### src/rtl/ns_seg_dac_pkg.sv
package ns_seg_dac_pkg;
  localparam int unsigned DEF_IN_W     = 22;
  localparam int unsigned DEF_OUT_W    = 15;
  localparam int unsigned DEF_COARSE_W = 5;
  localparam int unsigned DEF_FINE_W   = 9;
endpackage

### src/rtl/ns_err_shaper.sv
module ns_err_shaper #(
  parameter int unsigned IN_W  = ns_seg_dac_pkg::DEF_IN_W,
  parameter int unsigned OUT_W = ns_seg_dac_pkg::DEF_OUT_W
) (
  input  logic             clk_i,
  input  logic             rst_ni,
  input  logic             en_i,
  input  logic [IN_W-1:0]  sample_i,
  output logic [OUT_W-1:0] word_o
);
  localparam int unsigned ERR_W = IN_W - OUT_W;
  localparam int unsigned SUM_W = IN_W + 1;
  localparam logic [OUT_W-1:0] W_MAX = {1'b0, {(OUT_W-1){1'b1}}};
  localparam logic [OUT_W-1:0] W_MIN = {1'b1, {(OUT_W-1){1'b0}}};

  logic [ERR_W-1:0] err_q, err_d;
  logic [SUM_W-1:0] sum;
  logic [OUT_W:0]   hi;
  logic             ovf;

  always_comb begin
    sum   = {sample_i[IN_W-1], sample_i} + {1'b0, {(IN_W-ERR_W){1'b0}}, err_q};
    hi    = sum[SUM_W-1:ERR_W];
    ovf   = hi[OUT_W] ^ hi[OUT_W-1];
    if (ovf) begin
      word_o = hi[OUT_W] ? W_MIN : W_MAX;
      err_d  = '0;
    end else begin
      word_o = hi[OUT_W-1:0];
      err_d  = sum[ERR_W-1:0];
    end
  end

  always_ff @(posedge clk_i or negedge rst_ni) begin
    if (!rst_ni)   err_q <= '0;
    else if (en_i) err_q <= err_d;
  end
endmodule

### src/rtl/ns_sm_split.sv
module ns_sm_split #(
  parameter int unsigned OUT_W = ns_seg_dac_pkg::DEF_OUT_W,
  localparam int unsigned MAG_W = OUT_W - 1
) (
  input  logic [OUT_W-1:0] word_i,
  output logic             sign_o,
  output logic [MAG_W-1:0] mag_o
);
  logic [MAG_W-1:0] low, neg;

  always_comb begin
    low    = word_i[MAG_W-1:0];
    sign_o = word_i[OUT_W-1];
    neg    = MAG_W'(~low + 1'b1);
    if (!sign_o)        mag_o = low;
    else if (low == '0) mag_o = '1;   // most negative word: clip
    else                mag_o = neg;
  end
endmodule

### src/rtl/ns_therm_dec.sv
module ns_therm_dec #(
  parameter int unsigned K_W = ns_seg_dac_pkg::DEF_COARSE_W,
  localparam int unsigned N_LINES = 1 << K_W
) (
  input  logic [K_W-1:0]     code_i,
  output logic [N_LINES-1:0] therm_o
);
  for (genvar i = 0; i < N_LINES; i++) begin : g_line
    assign therm_o[i] = (code_i > K_W'(i));
  end
endmodule

### src/rtl/ns_seg_dac_enc.sv
module ns_seg_dac_enc #(
  parameter int unsigned IN_W     = ns_seg_dac_pkg::DEF_IN_W,
  parameter int unsigned OUT_W    = ns_seg_dac_pkg::DEF_OUT_W,
  parameter int unsigned COARSE_W = ns_seg_dac_pkg::DEF_COARSE_W,
  parameter int unsigned FINE_W   = ns_seg_dac_pkg::DEF_FINE_W,
  localparam int unsigned MAG_W   = OUT_W - 1,
  localparam int unsigned N_LINES = 1 << COARSE_W
) (
  input  logic               clk_i,
  input  logic               rst_ni,
  input  logic               en_i,
  input  logic [IN_W-1:0]    sample_i,
  output logic               dir_o,
  output logic [N_LINES-1:0] therm_o,
  output logic [FINE_W-1:0]  fine_o
);
  initial begin
    if (MAG_W != COARSE_W + FINE_W) $error("segment widths do not match magnitude");
  end

  logic [OUT_W-1:0]   word;
  logic               sign;
  logic [MAG_W-1:0]   mag;
  logic [N_LINES-1:0] therm;

  ns_err_shaper #(.IN_W(IN_W), .OUT_W(OUT_W)) shaper_i (
    .clk_i(clk_i), .rst_ni(rst_ni), .en_i(en_i), .sample_i(sample_i), .word_o(word)
  );

  ns_sm_split #(.OUT_W(OUT_W)) split_i (
    .word_i(word), .sign_o(sign), .mag_o(mag)
  );

  ns_therm_dec #(.K_W(COARSE_W)) therm_i (
    .code_i(mag[MAG_W-1:FINE_W]), .therm_o(therm)
  );

  always_ff @(posedge clk_i or negedge rst_ni) begin
    if (!rst_ni) begin
      dir_o   <= 1'b0;
      therm_o <= '0;
      fine_o  <= '0;
    end else if (en_i) begin
      dir_o   <= sign;
      therm_o <= therm;
      fine_o  <= mag[FINE_W-1:0];
    end
  end
endmodule

### config.mk
export PLATFORM = sky130hd
export DESIGN_NAME = ns_seg_dac_enc
export DESIGN_NICKNAME = d
export VERILOG_FILES = /design/src/rtl/ns_seg_dac_pkg.sv /design/src/rtl/ns_err_shaper.sv /design/src/rtl/ns_sm_split.sv /design/src/rtl/ns_therm_dec.sv /design/src/rtl/ns_seg_dac_enc.sv
export SDC_FILE = /design/constraint.sdc
export NUM_CORES = 1
export LEC_CHECK = 0
export BUFFER_PORTS_ARGS = -buffer_cell sky130_fd_sc_hd__buf_2
export CORE_UTILIZATION = 56
export CTS_CLUSTER_DIAMETER = 50
export CTS_CLUSTER_SIZE = 24
export DETAILED_ROUTE_END_ITERATION = 16
export PLACE_DENSITY = 0.9
export SYNTH_ARGS = -nofsm -noshare
export SYNTH_HDL_FRONTEND = slang
export SYNTH_SLANG_ARGS = --single-unit
### constraint.sdc
create_clock -name clk_i -period 6 [get_ports clk_i]
set_input_delay 0 -clock clk_i [delete_from_list [all_inputs] [get_ports clk_i]]
set_output_delay 0 -clock clk_i [all_outputs]
set_load 0.05 [all_outputs]
# Word-level counts from Yosys, hierarchy flattened
# Index checks and enable logic that the tools add are counted.
[classes] muxes=5 magnitude_cmp=32 add_sub_neg=2 bitwise_logic=2 reduce_logical=1
[op_table] operator="> comparator 5 bit, second input constant" n=16
[op_table] operator="> comparator 5 x 4 -> 1 bit, second input constant" n=8
[op_table] operator="2-to-1 mux 15 bit" n=2
[op_table] operator="2-to-1 mux 14 bit" n=2
[op_table] operator="adder 22 x 8 -> 23 bit" n=1
[op_table] operator="> comparator 5 x 3 -> 1 bit, second input constant" n=4
[op_table] operator="adder 14 x 1 -> 14 bit, second input constant" n=1
[op_table] operator="zero test 14 bit" n=1
[op_table] operator="inverter 14 bit" n=1
[op_table] operator="> comparator 5 x 1 -> 1 bit, second input constant" n=2
[op_table] operator="> comparator 5 x 2 -> 1 bit, second input constant" n=2
[op_table] operator="2-to-1 mux 7 bit" n=1
[op_table] operator="bitwise XOR 1 bit" n=1
[word_totals] ff_bits=49 out_inout_bits=42 in_bits=25 word_cells=46

# Longest topological paths before layout
# Gate-level depths: netlist (run 1).
[logic_depth] ltp_word=8 ltp_mapped=22

# By module
# From an unflattened synthesis (run 1), not the netlist that was laid out.
[hier_totals] hier_cells=347 area_unflattened_um2=3512.1
[by_module_without_submodules] module="ns_seg_dac_enc" cells_per_inst=89 instances=1 area_per_inst_um2=1765.4 seq_area_each_um2=1051.0
[by_module_without_submodules] module="ns_err_shaper" cells_per_inst=143 instances=1 area_per_inst_um2=1087.3 seq_area_each_um2=175.2
[by_module_without_submodules] module="ns_sm_split" cells_per_inst=60 instances=1 area_per_inst_um2=410.4 seq_area_each_um2=0.0
[by_module_without_submodules] module="ns_therm_dec" cells_per_inst=55 instances=1 area_per_inst_um2=249.0 seq_area_each_um2=0.0

# Worst setup path after synthesis (run 1)
# No wires, ideal clock.
[synth_timing] kind="flip-flop to flip-flop" startpoint="register shaper_i.err_q[0]" endpoint="register therm_o[30]" arrival_time_ns=5.084 t_required_ns=5.897 stages_incl_launch_ff=22 setup_slack_ns=0.813 synth_period_minus_slack_ns=5.187 cell_sequence="dfrtp_1 > ha_1 > fa_1 > a211o_1 > a21oi_2 > buf_6 > nor2_1 > a31oi_1 > ha_1 > buf_2 > inv_2 > or4b_1 > o31a_1 > o31a_1 > ha_1 > o211ai_1 > a2111oi_4 > a41oi_1 > xor2_1 > a31oi_1 > nand2b_1 > o41ai_2"
[synth_via] elab_chain_cells=8 elab_cells_between_ends=10 classes_between="add/sub: 2; order compare: 1; mux: 4; bitwise: 2; reduce/logical: 1"
[synth_lines] element="from (decl)" line="ns_err_shaper.sv:16" source="logic [ERR_W-1:0] err_q, err_d;"
[synth_lines] element="from (signal assigned)" line="ns_err_shaper.sv:36" source="else if (en_i) err_q <= err_d;"
[synth_lines] element="adder 22 x 8 -> 23 bit (*)" line="ns_err_shaper.sv:22" source="sum = {sample_i[IN_W-1], sample_i} + {1'b0, {(IN_W-ERR_W){1'b0}}, err_q};"
[synth_lines] element="2-to-1 mux 15 bit or bitwise XOR 1 bit (tied branches)" line="ns_err_shaper.sv:26, ns_err_shaper.sv:24"
[synth_lines] element="2-to-1 mux 15 bit (*)" line="ns_err_shaper.sv:25" source="if (ovf) begin"
[synth_lines] element="inverter 14 bit" line="ns_sm_split.sv:14" source="neg = MAG_W'(~low + 1'b1);"
[synth_lines] element="adder 14 x 1 -> 14 bit" line="ns_sm_split.sv:14"
[synth_lines] element="2-to-1 mux 14 bit" line="ns_sm_split.sv:16" source="else if (low == '0) mag_o = '1;"
[synth_lines] element="2-to-1 mux 14 bit (*)" line="ns_sm_split.sv:15" source="if (!sign_o) mag_o = low;"
[synth_lines] element="> comparator 5 bit (*)" line="ns_therm_dec.sv:9" source="assign therm_o[i] = (code_i > K_W'(i));"
[synth_lines] element="to (signal assigned)" line="ns_seg_dac_enc.sv:45" source="therm_o <= therm;"
[synth_lines] element="to (decl)" line="ns_seg_dac_enc.sv:14" source="output logic [N_LINES-1:0] therm_o,"
# Every way passes the cells marked *; elsewhere a longest branch is shown, timed or not.
# A chain may end at the register's enable or synchronous reset.

# Worst setup path in the final report (run 1)
[layout_timing] startpoint="register shaper_i.err_q[2]" endpoint="register therm_o[16]"
# Same word-level chain as after synthesis.

==> flow_summary.toml, run 1 <==
[clock_network]
clk_pin_slew_worst_paths_ns = 0.10
cts_sinks = 49
clk_latency_ns = 0.31
ctsHtreeMaxLevel = 2
cts_buffers = 5
cts_root_buf = "clkbuf_8"
cts_tree = "done"
clockBufferDepth = 2

[sta]
rsz0062_at_grt = "false"
setup_viol_count_final = 0
hold_slack_ns = 0.06936
hold_violations = 0
fin_skew_ns = 0.007344
worstMarginPinSlew_ns = 1.016
fmax_ghz = 0.1760
post-route-period-util = 0.9468
finalSetupTns_ns = 0
layout_setup_ws_ns = 0.3192
period_needed_ns = 5.681
drv_slew = 0
slew_headroom = 0.3187

[synthesis]
synth_edf_count = 0
synth.top_cells.by_area = "dfrtp_1, nor2_1, xnor2_1"
netlist_area_sq_mm = 0.003563
synth_flop_cell = "dfrtp_1"
ys.warnings.count = 0
postSynthCellCount = 382
synth.avg_cell_area_sq_um = 9.328
synth.distinct_cells = 83
ys_ff_latch = 49
yosysSeqAreaShare = 0.3441
netlist.area_leader.share = 0.3441
yosysTopAreaCell = "dfrtp_1"
async_reset_ff_frac = 1.000
synth_nets = 418

[place]
dp_slack_ns = 0.1466
place_hpwl_microns = 6719
gp_congestion = 0.9381
portBuffers = 66

[detailed_routing]
first_pass_iters = 5
wl_met2_microns = 4222
drc = 0
via_per_inst = 6.503
vias = 3388
wire_per_inst_microns = 17.33
route.final.wire_length_microns = 9031
antenna_left = 0
drtIter0Drc = 403
top_layer = "met4"
wl_met1_microns = 3966
wl_met3_microns = 649

[pwr]
vdd_drop_max_v = 0.0001874
total_leakage_power_nw = 1.744
power.density_mw_per_mm2 = 323.9

[grt]
antenna_found_initial = 0
grt_max_degree = 50
globalRouteTotalUtil = 0.2814
grt_pass1_wl_microns = 14460
grt_pass1_vias = 3079
grt_overflow_total = 0

[cells_and_area]
diodes = 0
fill_cells = 448
drive_gt1_frac = 0.2848
nets = 481
mostFrequentLayoutCells = "buf_2, dfrtp_1, nor2_1"
area_growth_pct = 14.64
final_common_cell = "buf_2"

[hold_path]
holdCritPathClass = "primary input to flip-flop"

[floorplanning]
die-area_sq_mm = 0.006686
start_util = 0.5914
die_h_microns = 81.77
die_width_microns = 81.77
io-pin-count = 67
fp-row-count = 28
core_sq_mm = 0.006026

[worst_setup_path]
crit_fanout = 12
cp.arrival_ns = 5.88
worstSetupStartpointType = "flip-flop"
critical_path_class = "flip-flop to flip-flop"
critPathCaptureType = "flip-flop"
cp.required_ns = 6.20

[outcome]
status = "finished clean"

[job]
max-cap-violations = 0
[logic make-up (layout without fill, tap and decap cells)]
family / count (synthesis) / count (layout) / synth area share
xor gates and xnor gates: 24 / 24 / 0.06320
DFF: 49 / 49 / 0.3441
AOI/OAI and AO/OA: 129 / 129 / 0.2918
muxes: 2 / 2 / 0.005969
and+or+nand+nor: 141 / 141 / 0.2226
adders and majority gates: 11 / 11 / 0.04073
buffers and inverters: 26 / 90 / 0.03160
[stage by stage]
step / cell area, sq um / utilization / std cells / power [mW]
finish: 4085 / 0.6779 / 521 / 1.323
global placement: 3939 / 0.6537 / 510 / 1.088
CTS: 4044 / 0.6711 / 519 / 1.310
global route: 4085 / 0.6779 / 521 / 1.393
floorplan: 3563 / - / 382 / 0.9540
detailed placement: 3939 / 0.6537 / 510 / 1.105
[where the power goes]
group | total, mW | switching, mW | internal [mW]
sequential | 0.427 | 0.0354 | 0.391
combinational | 0.691 | 0.478 | 0.214
clock | 0.206 | 0.121 | 0.0850
total | 1.32 | 0.634 | 0.690
[sequential cells by signal, indices dropped and copies added (netlist names)]
| register | flops |
|---|---|
| shaper_i.err_q | 7 |
| fine_o | 9 |
| dir_o | 1 |
| therm_o | 32 |
[cell usage after synthesis, types with 3 or more instances]
| cell | n |
|---|---|
| and4_1 | 3 |
| buf_2 | 6 |
| o31ai_1 | 5 |
| xnor2_1 | 15 |
| o22a_1 | 4 |
| o31a_1 | 3 |
| o21ai_1 | 4 |
| o21a_1 | 3 |
| nand2_1 | 29 |
| nor2_1 | 39 |
| o41ai_2 | 3 |
| a21o_1 | 6 |
| nor2_2 | 3 |
| o2bb2ai_1 | 7 |
| nand4_1 | 8 |
| a31oi_1 | 17 |
| ha_1 | 10 |
| inv_1 | 6 |
| a21oi_1 | 19 |
| a211oi_1 | 3 |
| xor2_1 | 7 |
| and2_1 | 5 |
| nand3_1 | 5 |
| or3_1 | 3 |
| nor2b_1 | 9 |
| o21ai_0 | 8 |
| or2_2 | 4 |
| clkbuf_1 | 9 |
| a22o_1 | 6 |
| nor3_1 | 10 |
| o211ai_1 | 6 |
| o41ai_1 | 3 |
| dfrtp_1 | 49 |
| a211o_1 | 4 |
[critical path, cell delays in order, from the launching register on]
cell and delay [ns]:
dfrtp_1 0.40, ha_1 0.37, o211ai_1 0.17, o211a_1 0.35, nor2_1 0.26, nand4_1 0.15, xnor2_1 0.17, ha_2 0.47
inv_2 0.13, or4b_1 0.60, o31a_1 0.35, o31a_1 0.20, ha_1 0.22, o211ai_1 0.17, a2111oi_4 0.11, a41oi_2 0.32
xor2_2 0.16, nor4_1 0.54, nand4_1 0.18, a22o_1 0.24
[path summary, 6_finish.rpt]
path	start	to	slack, ns	cells after the start
min	sample_i[0]	shaper_i.err_q[0]	0.07	3
min in group asynchronous	rst_ni	shaper_i.err_q[6]	0.35	3
max reg2reg	shaper_i.err_q[2]	therm_o[16]	0.32	19
max in group asynchronous	rst_ni	therm_o[15]	5.23	3
max	shaper_i.err_q[2]	therm_o[16]	0.32	19
min reg2reg	therm_o[23]	therm_o[23]	0.48	1
[metal layers]
metal	up-vias	GRT usage
li1	1573	-
met1	1618	0.3899
met2	173	0.4421
met3	24	0.04222
met4	0	0.1053
met5	-	0
[layout make-up]
cell class,instances,area [sq um],area share
inverter,9,33.78,0.008270
clock buffer,5,68.82,0.01685
tap,75,93.84,0.02297
clock inverter,3,26.28,0.006432
timing repair buffer,73,385.4,0.09433
sequential,49,1226,0.3002
multi-input combinational,307,2251,0.5510
[repair_timing]
action | in CTS | in global routing
gates resized for setup | 0 | 5
hold endpoints to repair | 49 | 0
buffers inserted | 0 | 2
hold buffers | 1 | 0
setup endpoints to repair | 0 | 24
No activity file was read; power rests on OpenSTA's default activity.
==> run 2: changes to the inputs <==
CELL_PAD_IN_SITES_DETAIL_PLACEMENT = 0   (was unset)
CELL_PAD_IN_SITES_GLOBAL_PLACEMENT = 1   (was unset)
CORE_UTILIZATION = 43   (was 56)
PLACE_DENSITY = 0.91   (was 0.9)
REMOVE_ABC_BUFFERS = 1   (was unset)
==> flow_summary.toml, run 2 (synthesized netlist as in run 1, its figures left out) <==
[clock_network]
cts_root_buf = "clkbuf_8"
cts_buffers = 5
clockBufferDepth = 2
clk_pin_slew_worst_paths_ns = 0.11
cts_tree = "done"
ctsHtreeMaxLevel = 2
cts_sinks = 49
clk_latency_ns = 0.31

[job]
max-cap-violations = 0

[sta]
drv_slew = 0
worstMarginPinSlew_ns = 1.094
setup_viol_count_final = 0
hold_violations = 0
hold_slack_ns = 0.05975
slew_headroom = 0.2708
post-route-period-util = 0.9377
finalSetupTns_ns = 0
rsz0062_at_grt = "false"
period_needed_ns = 5.626
fin_skew_ns = 0.01975
fmax_ghz = 0.1777

[cells_and_area]
utilization = 0.5235
area_growth_pct = 15.87
fill_cells = 741
reg.largest.list = "therm_o (32), fine_o (9), shaper_i.err_q (7)"
diodes = 0
mostFrequentLayoutCells = "buf_2, dfrtp_1, nor2_1"
largest_register = "therm_o"
layoutNonFillerInstCount = 549
nets = 482
largest_reg_flops = 32
final_common_cell = "buf_2"
drive_gt1_frac = 0.2886
design_area_sq_mm = 0.004129

[worst_setup_path]
slowest_stage = "or4b_1"
crit_fanout = 12
startpoint = "shaper_i.err_q[2]"
crit_path_end = "therm_o[12]"
r2r_end = "therm_o[12]"
r2r_slack_ns = 0.37
ff2ff_path_depth = 20
critPathCaptureType = "flip-flop"
critPathMaxStageDelay_ns = 0.60
cp.depth = 20
cp.arrival_ns = 5.82
crit_family = "compound AO/OA/AOI/OAI gates"
r2r-start = "shaper_i.err_q[2]"
worstSetupStartpointType = "flip-flop"
critical_path_class = "flip-flop to flip-flop"
cp.required_ns = 6.20
path_buf_inv = 3
crit_chain = "ha_1 > o211ai_1 > o211a_1 > nor2_1 > nand4_1 > xnor2_1 > ha_2 > inv_2 > or4b_1 > o31a_1 > o31a_1 > ha_1 > o211ai_1 > a2111oi_4 > buf_4 > buf_4 > o41a_1 > o21ai_4 > nand2_1 > o22a_1"

[grt]
grt_pass1_vias = 3063
grt_overflow_total = 0
antenna_found_initial = 0
grt_max_degree = 50
globalRouteTotalUtil = 0.2210
grt_pass1_wl_microns = 15170

[place]
dp_cells = 537
gp_congestion = 0.8846
portBuffers = 66
placed_area_sq_mm = 0.003973
place_hpwl_microns = 6854

[detailed_routing]
first_pass_iters = 4
route.final.wire_length_microns = 9184
antenna_left = 0
wire_per_inst_microns = 16.73
drtIter0Drc = 184
drc = 0
vias = 3220
via_per_inst = 5.865

[floorplanning]
io-pin-count = 67
die-area_sq_mm = 0.008656
die_width_microns = 93.04
die_h_microns = 93.04
core_sq_mm = 0.007888
fp-row-count = 32
start_util = 0.4518

[pwr]
vdd_drop_max_v = 0.0001303
power.density_mw_per_mm2 = 318.2
total_leakage_power_nw = 1.753

[hold_path]
holdCritPathClass = "primary input to flip-flop"

[outcome]
status = "finished clean"
[run 2: cell count changes in the layout (fill, tap and decap cells not counted), sizes merged]
cell      delta
buf          +1
clkinv       +1
clkinvlp     -1
[run 2: worst reg2reg max path: cells and delay by family, from the launching register on]
family          cells  cell delay (ns)
compound gates      9             2.26
simple gates        4             1.14
fa+ha+maj           3             1.08
buf+inv             3             0.46
flops               1             0.40
xor+xnor            1             0.17
[run 2: cell type report]
type / instances / area, sq um / area share
Tap cell: 102 / 127.6 / 0.03091
Sequential cell: 49 / 1226 / 0.2970
Timing Repair Buffer: 74 / 392.9 / 0.09515
Inverter: 9 / 33.78 / 0.008182
Clock buffer: 5 / 68.82 / 0.01667
Clock inverter: 3 / 21.27 / 0.005152
Multi-Input combinational cell: 307 / 2258 / 0.5470
[run 2: how the worst min path moves through the flow]
stage / slack (ns) / cells after the start / to / startpoint
3_5_place_dp: 0.28 / 1 / shaper_i.err_q[6] / rst_ni
4_1_cts: 0.05 / 3 / shaper_i.err_q[0] / sample_i[0]
5_1_grt: 0.08 / 3 / shaper_i.err_q[0] / sample_i[0]
2_1_floorplan: -0.30 / 0 / dir_o / rst_ni
3_3_place_gp: 0.27 / 1 / fine_o[8] / rst_ni
6_report: 0.06 / 3 / shaper_i.err_q[0] / sample_i[0]
[run 2: report_power, final]
| part | internal, mW | switching (mW) |
|---|---|---|
| clock | 0.0831 | 0.120 |
| combinational | 0.214 | 0.470 |
| sequential | 0.391 | 0.0355 |
[run 2: repair_timing]
item | CTS | global route
hold buffers | 1 | 0
buffers inserted | 0 | 3
resized for setup | 0 | 6
setup endpoints to repair | 0 | 26
endpoints found under the hold margin | 49 | 0
[run 2: metal layers]
layer  share of wire  routed length (microns)  global-route usage  up-vias
met5               0                        0                   0        -
met4           0.017                      158             0.06410        0
met3           0.057                      523             0.02927       14
met2            0.46                     4239              0.3560       99
met1            0.46                     4262              0.3105     1538
li1                -                        -                   -     1569
[run 2: through the flow]
stage,setup WS (ns),power [mW]
finish,0.3736,1.314
global placement,0.2899,1.095
global route,0.01388,1.392
detailed placement,0.1253,1.106
floorplan,0.3102,0.9373
CTS,0.05473,1.312
